$ cat config.mk
export PLATFORM = sky130hd
export DESIGN_NAME = dual_read_regfile
export DESIGN_NICKNAME = d
export VERILOG_FILES = /design/src/rtl/regfile_pkg.sv /design/src/rtl/rf_write_decode.sv /design/src/rtl/rf_storage.sv /design/src/rtl/rf_read_port.sv /design/src/rtl/dual_read_regfile.sv
export SDC_FILE = /design/constraint.sdc
export NUM_CORES = 2
export LEC_CHECK = 0
export BUFFER_PORTS_ARGS = -buffer_cell sky130_fd_sc_hd__buf_2
export CORE_ASPECT_RATIO = 1.25
export CORE_MARGIN = 4
export CORE_UTILIZATION = 60
export DETAILED_ROUTE_END_ITERATION = 12
export PLACE_DENSITY_LB_ADDON = 0.08
export SLEW_MARGIN = 0
export SYNTH_ARGS = -nofsm -noshare
export SYNTH_HDL_FRONTEND = slang
export SYNTH_SLANG_ARGS = --single-unit
$ cat constraint.sdc
create_clock -name clk -period 2.6 [get_ports clk]
set_input_delay 0.39 -clock clk [delete_from_list [all_inputs] [get_ports clk]]
set_output_delay 0.39 -clock clk [all_outputs]
set_load 0.1 [all_outputs]
$ cat src/rtl/regfile_pkg.sv
// Package: regfile_pkg
// Shared sizing for the dual-read register file. Every width in the
// design is derived from these constants so the file can be resized
// in one place.
package regfile_pkg;
    localparam int unsigned RF_DEPTH = 32;
    localparam int unsigned RF_WIDTH = 32;
    localparam int unsigned RF_AW    = $clog2(RF_DEPTH);
endpackage

$ cat src/rtl/rf_write_decode.sv
// Module: rf_write_decode
// Turns the write request into one strobe per entry. At most one strobe
// is high. The strobe for entry zero is held low because that entry is a
// constant. Assumes wr_addr < DEPTH whenever wr_en is high.
module rf_write_decode #(
    parameter int unsigned DEPTH = regfile_pkg::RF_DEPTH,
    parameter int unsigned AW    = regfile_pkg::RF_AW
) (
    input  logic             wr_en,
    input  logic [AW-1:0]    wr_addr,
    output logic [DEPTH-1:0] wr_strobe
);
    // One comparator per entry; entry zero never receives a strobe.
    for (genvar k = 0; k < DEPTH; k++) begin : g_strobe
        if (k == 0) begin : g_const
            assign wr_strobe[k] = 1'b0;
        end else begin : g_cmp
            assign wr_strobe[k] = wr_en && (wr_addr == AW'(k));
        end
    end
endmodule

$ cat src/rtl/rf_storage.sv
// Module: rf_storage
// Holds the entries. Entries 1..DEPTH-1 are flops clocked on the falling
// edge, with a synchronous active-low clear. Entry zero is a constant and
// has no flop. Assumes the strobe vector is one-hot or all zero.
module rf_storage #(
    parameter int unsigned DEPTH = regfile_pkg::RF_DEPTH,
    parameter int unsigned WIDTH = regfile_pkg::RF_WIDTH
) (
    input  logic                        clk,
    input  logic                        rst_n,
    input  logic [DEPTH-1:0]            wr_strobe,
    input  logic [WIDTH-1:0]            wr_data,
    output logic [DEPTH-1:0][WIDTH-1:0] entries
);
    for (genvar k = 0; k < DEPTH; k++) begin : g_entry
        if (k == 0) begin : g_zero
            assign entries[k] = '0;
        end else begin : g_flop
            logic [WIDTH-1:0] value_q;
            // Falling-edge update: clear has priority over a write.
            always_ff @(negedge clk) begin
                if (!rst_n) begin
                    value_q <= '0;
                end else if (wr_strobe[k]) begin
                    value_q <= wr_data;
                end
            end
            assign entries[k] = value_q;
        end
    end
endmodule

$ cat src/rtl/rf_read_port.sv
// Module: rf_read_port
// One combinational read port. It selects an entry by index and forces
// zero for index zero, so the port does not depend on how the storage
// builds entry zero. Assumes rd_addr < DEPTH.
module rf_read_port #(
    parameter int unsigned DEPTH = regfile_pkg::RF_DEPTH,
    parameter int unsigned WIDTH = regfile_pkg::RF_WIDTH,
    parameter int unsigned AW    = regfile_pkg::RF_AW
) (
    input  logic [DEPTH-1:0][WIDTH-1:0] entries,
    input  logic [AW-1:0]               rd_addr,
    output logic [WIDTH-1:0]            rd_data
);
    // Entry selection with the constant-zero index overriding the mux.
    always_comb begin
        if (rd_addr == '0) begin
            rd_data = '0;
        end else begin
            rd_data = entries[rd_addr];
        end
    end
endmodule

$ cat src/rtl/dual_read_regfile.sv
// Module: dual_read_regfile
// Register file with two combinational read ports and one write port that
// commits on the falling edge. Entry zero reads as zero. Reset is
// synchronous, active low and sampled on the falling edge. Assumes the
// surrounding datapath launches its signals from the rising edge.
module dual_read_regfile #(
    parameter int unsigned DEPTH = regfile_pkg::RF_DEPTH,
    parameter int unsigned WIDTH = regfile_pkg::RF_WIDTH,
    parameter int unsigned AW    = $clog2(DEPTH)
) (
    input  logic             clk,
    input  logic             rst_n,
    input  logic [AW-1:0]    rd_addr_a,
    output logic [WIDTH-1:0] rd_data_a,
    input  logic [AW-1:0]    rd_addr_b,
    output logic [WIDTH-1:0] rd_data_b,
    input  logic             wr_en,
    input  logic [AW-1:0]    wr_addr,
    input  logic [WIDTH-1:0] wr_data
);
    localparam int unsigned NUM_RD = 2;

    logic [DEPTH-1:0]            wr_strobe;
    logic [DEPTH-1:0][WIDTH-1:0] entries;
    logic [NUM_RD-1:0][AW-1:0]   rd_addr_v;
    logic [NUM_RD-1:0][WIDTH-1:0] rd_data_v;

    rf_write_decode #(.DEPTH(DEPTH), .AW(AW)) u_dec (
        .wr_en     (wr_en),
        .wr_addr   (wr_addr),
        .wr_strobe (wr_strobe)
    );

    rf_storage #(.DEPTH(DEPTH), .WIDTH(WIDTH)) u_store (
        .clk       (clk),
        .rst_n     (rst_n),
        .wr_strobe (wr_strobe),
        .wr_data   (wr_data),
        .entries   (entries)
    );

    // Gather the read indices so the ports can be built in one loop.
    assign rd_addr_v[0] = rd_addr_a;
    assign rd_addr_v[1] = rd_addr_b;

    for (genvar p = 0; p < NUM_RD; p++) begin : g_rd
        rf_read_port #(.DEPTH(DEPTH), .WIDTH(WIDTH), .AW(AW)) u_port (
            .entries (entries),
            .rd_addr (rd_addr_v[p]),
            .rd_data (rd_data_v[p])
        );
    end

    assign rd_data_a = rd_data_v[0];
    assign rd_data_b = rd_data_v[1];
endmodule

* Word level (Yosys, flattened, before mapping)
Cells that the tools add are included.
** Storage, ports and cells
- Register bits :: 992
- Bits of input ports :: 50
- Output and inout port bits :: 64
- Logic and storage cells :: 103
** Cells by class
- Order comparisons :: 2
- Equality and inequality tests :: 31
- Muxes and demuxes :: 6
- Reductions and logical operators :: 33
** Operator list (count)
- binary-select mux 32 bit (select 5 bit) :: 2
- two-way mux 32 bit :: 4
- equality test 5 bit, second input constant :: 16
- equality test 5 x 4 -> 1 bit, second input constant :: 8
- logical AND 1 bit :: 31
- equality test 5 x 3 -> 1 bit, second input constant :: 4
- < comparator 5 x 6 -> 1 bit, second input constant :: 2
- equality test 5 x 2 -> 1 bit, second input constant :: 2
- zero test 5 bit :: 2
- equality test 5 x 1 -> 1 bit, second input constant :: 1

* Depth between registers and ports, before layout
- Depth after elaboration :: 3
- Gate-level depth with buffers :: 9
- Gate-level depth less buffers :: 5

* Modules after synthesis
Synthesis repeated with hierarchy kept, for this count alone.
** Second synthesis, totals
- Cell total of the unflattened synthesis :: 4716
- Area total of the unflattened synthesis :: 55137.9 um^2
** By module, submodules not included
- rf_storage :: times used 1, cells each 3340, area an instance 38164.1 um^2
- rf_read_port :: times used 2, cells each 664, area an instance 8368.0 um^2
- rf_write_decode :: times used 1, cells each 48, area an instance 237.7 um^2

==> summary.txt <==
CTS Root Cell - clkbuf_16
CP startpoint kind - register
largest net degree at the start of global routing - 84
Total Wirelength - 227000 um
TritonCTS buffer count - 105
leakage power - 29.4 nW
endpoints failing setup - 64
Die X - 274 um
Max IR drop VDD - 667 uV
port bufs - 113
vias per std cell - 6.60
crit-path cells - buf_6 > mux4_2 > mux2_4 > o211ai_1 > o21ai_4 > buf_12
Psw - 14.2 mW
Cell Area, Synth - 53200 um2
Starting Density - 60.8%
sequential area share after synthesis - 37.4%
Least-Margin Pin Slew - 579 ps
xor/xnor share of the synthesized area - 0%
Hold Path Class - register to register
max cap viols - 0
max FFs per register - 992
Wirelength per Cell - 27.0 um
pre-CTS WS - -924 ps
Crit-path slowest cell - mux4_2
first-pass iteration count of the detailed router - 10
Detailed Route Iter0 Violations - 8417
Post-DP HPWL - 138000 um
final worst slack - -1690 ps
multiplexer share of the synthesized area - 23.5%
Congestion Overflow GR - 0
CP delay by family, top - multiplexers
Clock Tree Buf Depth - 3
clock share of power - 53.6%
failing checks - negative setup slack
FP Rows - 121
Yosys cell types - 38
status - finished with violations
global-route wire length before repair - 333000 um
top flop regs - u_store.g_entry.g_flop.value_q (992)
fin nets - 7225
# IOs - 114
GP Congestion - 0.973
slowest stage delay, CP - 460 ps
slew margin rel. - 61.4%
GRT Overall Usage - 47.4%
Post-Syn Nets - 5859
Residual DRC - 0
Critical Path RT - 2210 ps
M2 GR Usage - 69.3%
vias in the first global route - 57800
setup tns final - -92940 ps
Net Sw Frac - 32.7%
Seq pwr share - 35.6%
top_reg_cell synth - dfxtp_1
Logic pwr share - 10.7%
Synth Instances - 5809
Reg clk slew, reported paths - 30 ps
htree depth - 3
Final Skew - 0 ps
EDFF count, synth - 0
Crit Path Max Fanout - 2
largest register by flop count - u_store.g_entry.g_flop.value_q
PwrDens - 605 nW/um2
CTS tree - built
Area Overhead vs Synth - 35.5%
CP arrival - 3900 ps
Synth Area in Compound Gates - 17.4%
Die Footprint - 93500 um2
Routed Antenna Nets - 0
sequential cell area - 20000 um2
initial antenna violation count - 5
Die Height - 341 um
Most Used Layer, Global Route - met2
final max-slew violation count - 0
synth warn - 0
Fin. Hold Viols - 0
CP bufs+invs - 2
fillers - 5111
count of clock tree sinks - 992
Synth Area in Adders - 0%
Core Region - 87500 um2
simple-gate share of the synthesized area - 17.0%
hold slack - 457 ps
Internal - 29.3 mW
Synth Register Bits - 992
largest family of logic cells by synthesized area - multiplexers
layout cells sized above 1 - 27.1%
vias post-DR - 55700
later-pin clock latency in the skew report - 700 ps
ys async rst share - 0%
Multi-input gate area - 32600 um2
mean post-synth cell area - 9.15 um2
CP endpoint kind - output pin
RSZ-0062 raised after global routing - true
critical path class - register to output pin
met1 Use GR - 54.7%
global-route met3 utilization - 17.9%
[worst paths after layout]
check                                    startpoint                                     end  slack, ps  cells past startpoint
max reg2reg  u_store.g_entry[13].g_flop.value_q[11]  u_store.g_entry[13].g_flop.value_q[11]       1680                      3
min reg2reg    u_store.g_entry[7].g_flop.value_q[7]    u_store.g_entry[7].g_flop.value_q[7]        460                      2
max          u_store.g_entry[22].g_flop.value_q[20]                           rd_data_a[20]      -1690                      6
min            u_store.g_entry[7].g_flop.value_q[7]    u_store.g_entry[7].g_flop.value_q[7]        460                      2
[per-stage QoR]
stage | std cells | util (%) | power (mW) | area [um2]
6_report | 8435 | 82.3 | 43.5 | 72000
5_1_grt | 8429 | 82.3 | 45.2 | 72000
4_1_cts | 8426 | 81.9 | 43.2 | 71700
3_5_place_dp | 7224 | 72.6 | 22.4 | 63600
3_3_place_gp | 7224 | 72.6 | 22.4 | 63600
2_1_floorplan | 5809 | - | 20.5 | 55200
[layout make-up]
cell class | count | share of cell area, %
Antenna cell | 6 | 0.0208
Clock buffer | 110 | 3.82
Clock inverter | 1075 | 6.55
Inverter | 2 | 0.0104
Multi-Input combinational cell | 4221 | 45.2
Sequential cell | 992 | 27.8
Tap cell | 1168 | 2.03
Timing Repair Buffer | 861 | 14.6
[repair_timing]
item | CTS | global route
setup buffers | 18 | 4
hold buffers | 0 | 0
pin swaps | 43 | 35
endpoints found under the setup margin | 64 | 70
gates resized for setup | 173 | 98
[kinds of logic (layout without fill, tap and decap cells)]
logic type	after synthesis	in the layout
buffers and inverters	596	2048
AND/OR/NAND/NOR	2299	2299
multiplexers	676	676
other	0	6
AO/OA/AOI/OAI	1246	1246
flip-flops	992	992
[synth_stat cells (41+ instances only)]
cell / number / area, um2
clkbuf_1: 465 / 1750
mux2i_1: 103 / 1030
nor3_1: 53 / 265
buf_2: 77 / 385
dfxtp_1: 992 / 19900
a21oi_1: 41 / 205
nor2_1: 44 / 165
a21boi_0: 992 / 7450
a221oi_1: 64 / 561
mux2_2: 130 / 1460
nor2b_1: 83 / 519
nand2_1: 2068 / 7760
mux4_2: 443 / 9980
[cell usage in the layout (no fill, tap or decap), drive strengths merged, types with 2 or more instances in the layout]
master    synthesis  layout
or3               8       8
clkinvlp          0      30
clkinv            0       2
clkbuf          465     112
o32ai            14      14
diode             0       6
bufinv            0      23
dfxtp           992     992
a211oi           14      14
o221ai            6       6
o22ai             7       7
nand3            14      14
nand2          2068    2068
buf             128     859
nand2b           22      22
a221oi           64      64
a21o             14      14
a31oi            14      14
nor2b            83      83
a21boi          992     992
nor2             44      44
nor3             53      53
and2b             2       2
o32a              6       6
mux2            130     130
inv               3    1022
o21ai            36      36
o211ai           32      32
a311oi            5       5
mux4            443     443
a21oi            41      41
mux2i           103     103
[per-layer routing]
| layer | wire length, um | vias to the layer above | share of wire, % |
|---|---|---|---|
| met5 | 0 | - | 0 |
| met4 | 21500 | 0 | 9.5 |
| met3 | 34000 | 1479 | 15 |
| met2 | 98100 | 4854 | 43 |
| met1 | 73800 | 26400 | 32 |
| li1 | - | 23000 | - |
[power groups by stage]
stage	combinational, mW	sequential, mW	clock, mW
3_5_place_dp	4.42	15.7	2.30
4_1_cts	4.50	15.5	23.1
2_1_floorplan	2.55	15.7	2.30
3_3_place_gp	4.39	15.7	2.30
6_report	4.68	15.5	23.4
5_1_grt	4.75	15.5	25.0
[worst register-to-register path, delay by kind of cell, from the launching register on]
family	cells	cell delay [ps]
AO/OA/AOI/OAI	1	280
buffers and inverters	1	120
flip-flops	1	340
AND/OR/NAND/NOR	1	70
Power figures use the tool's default switching activity.
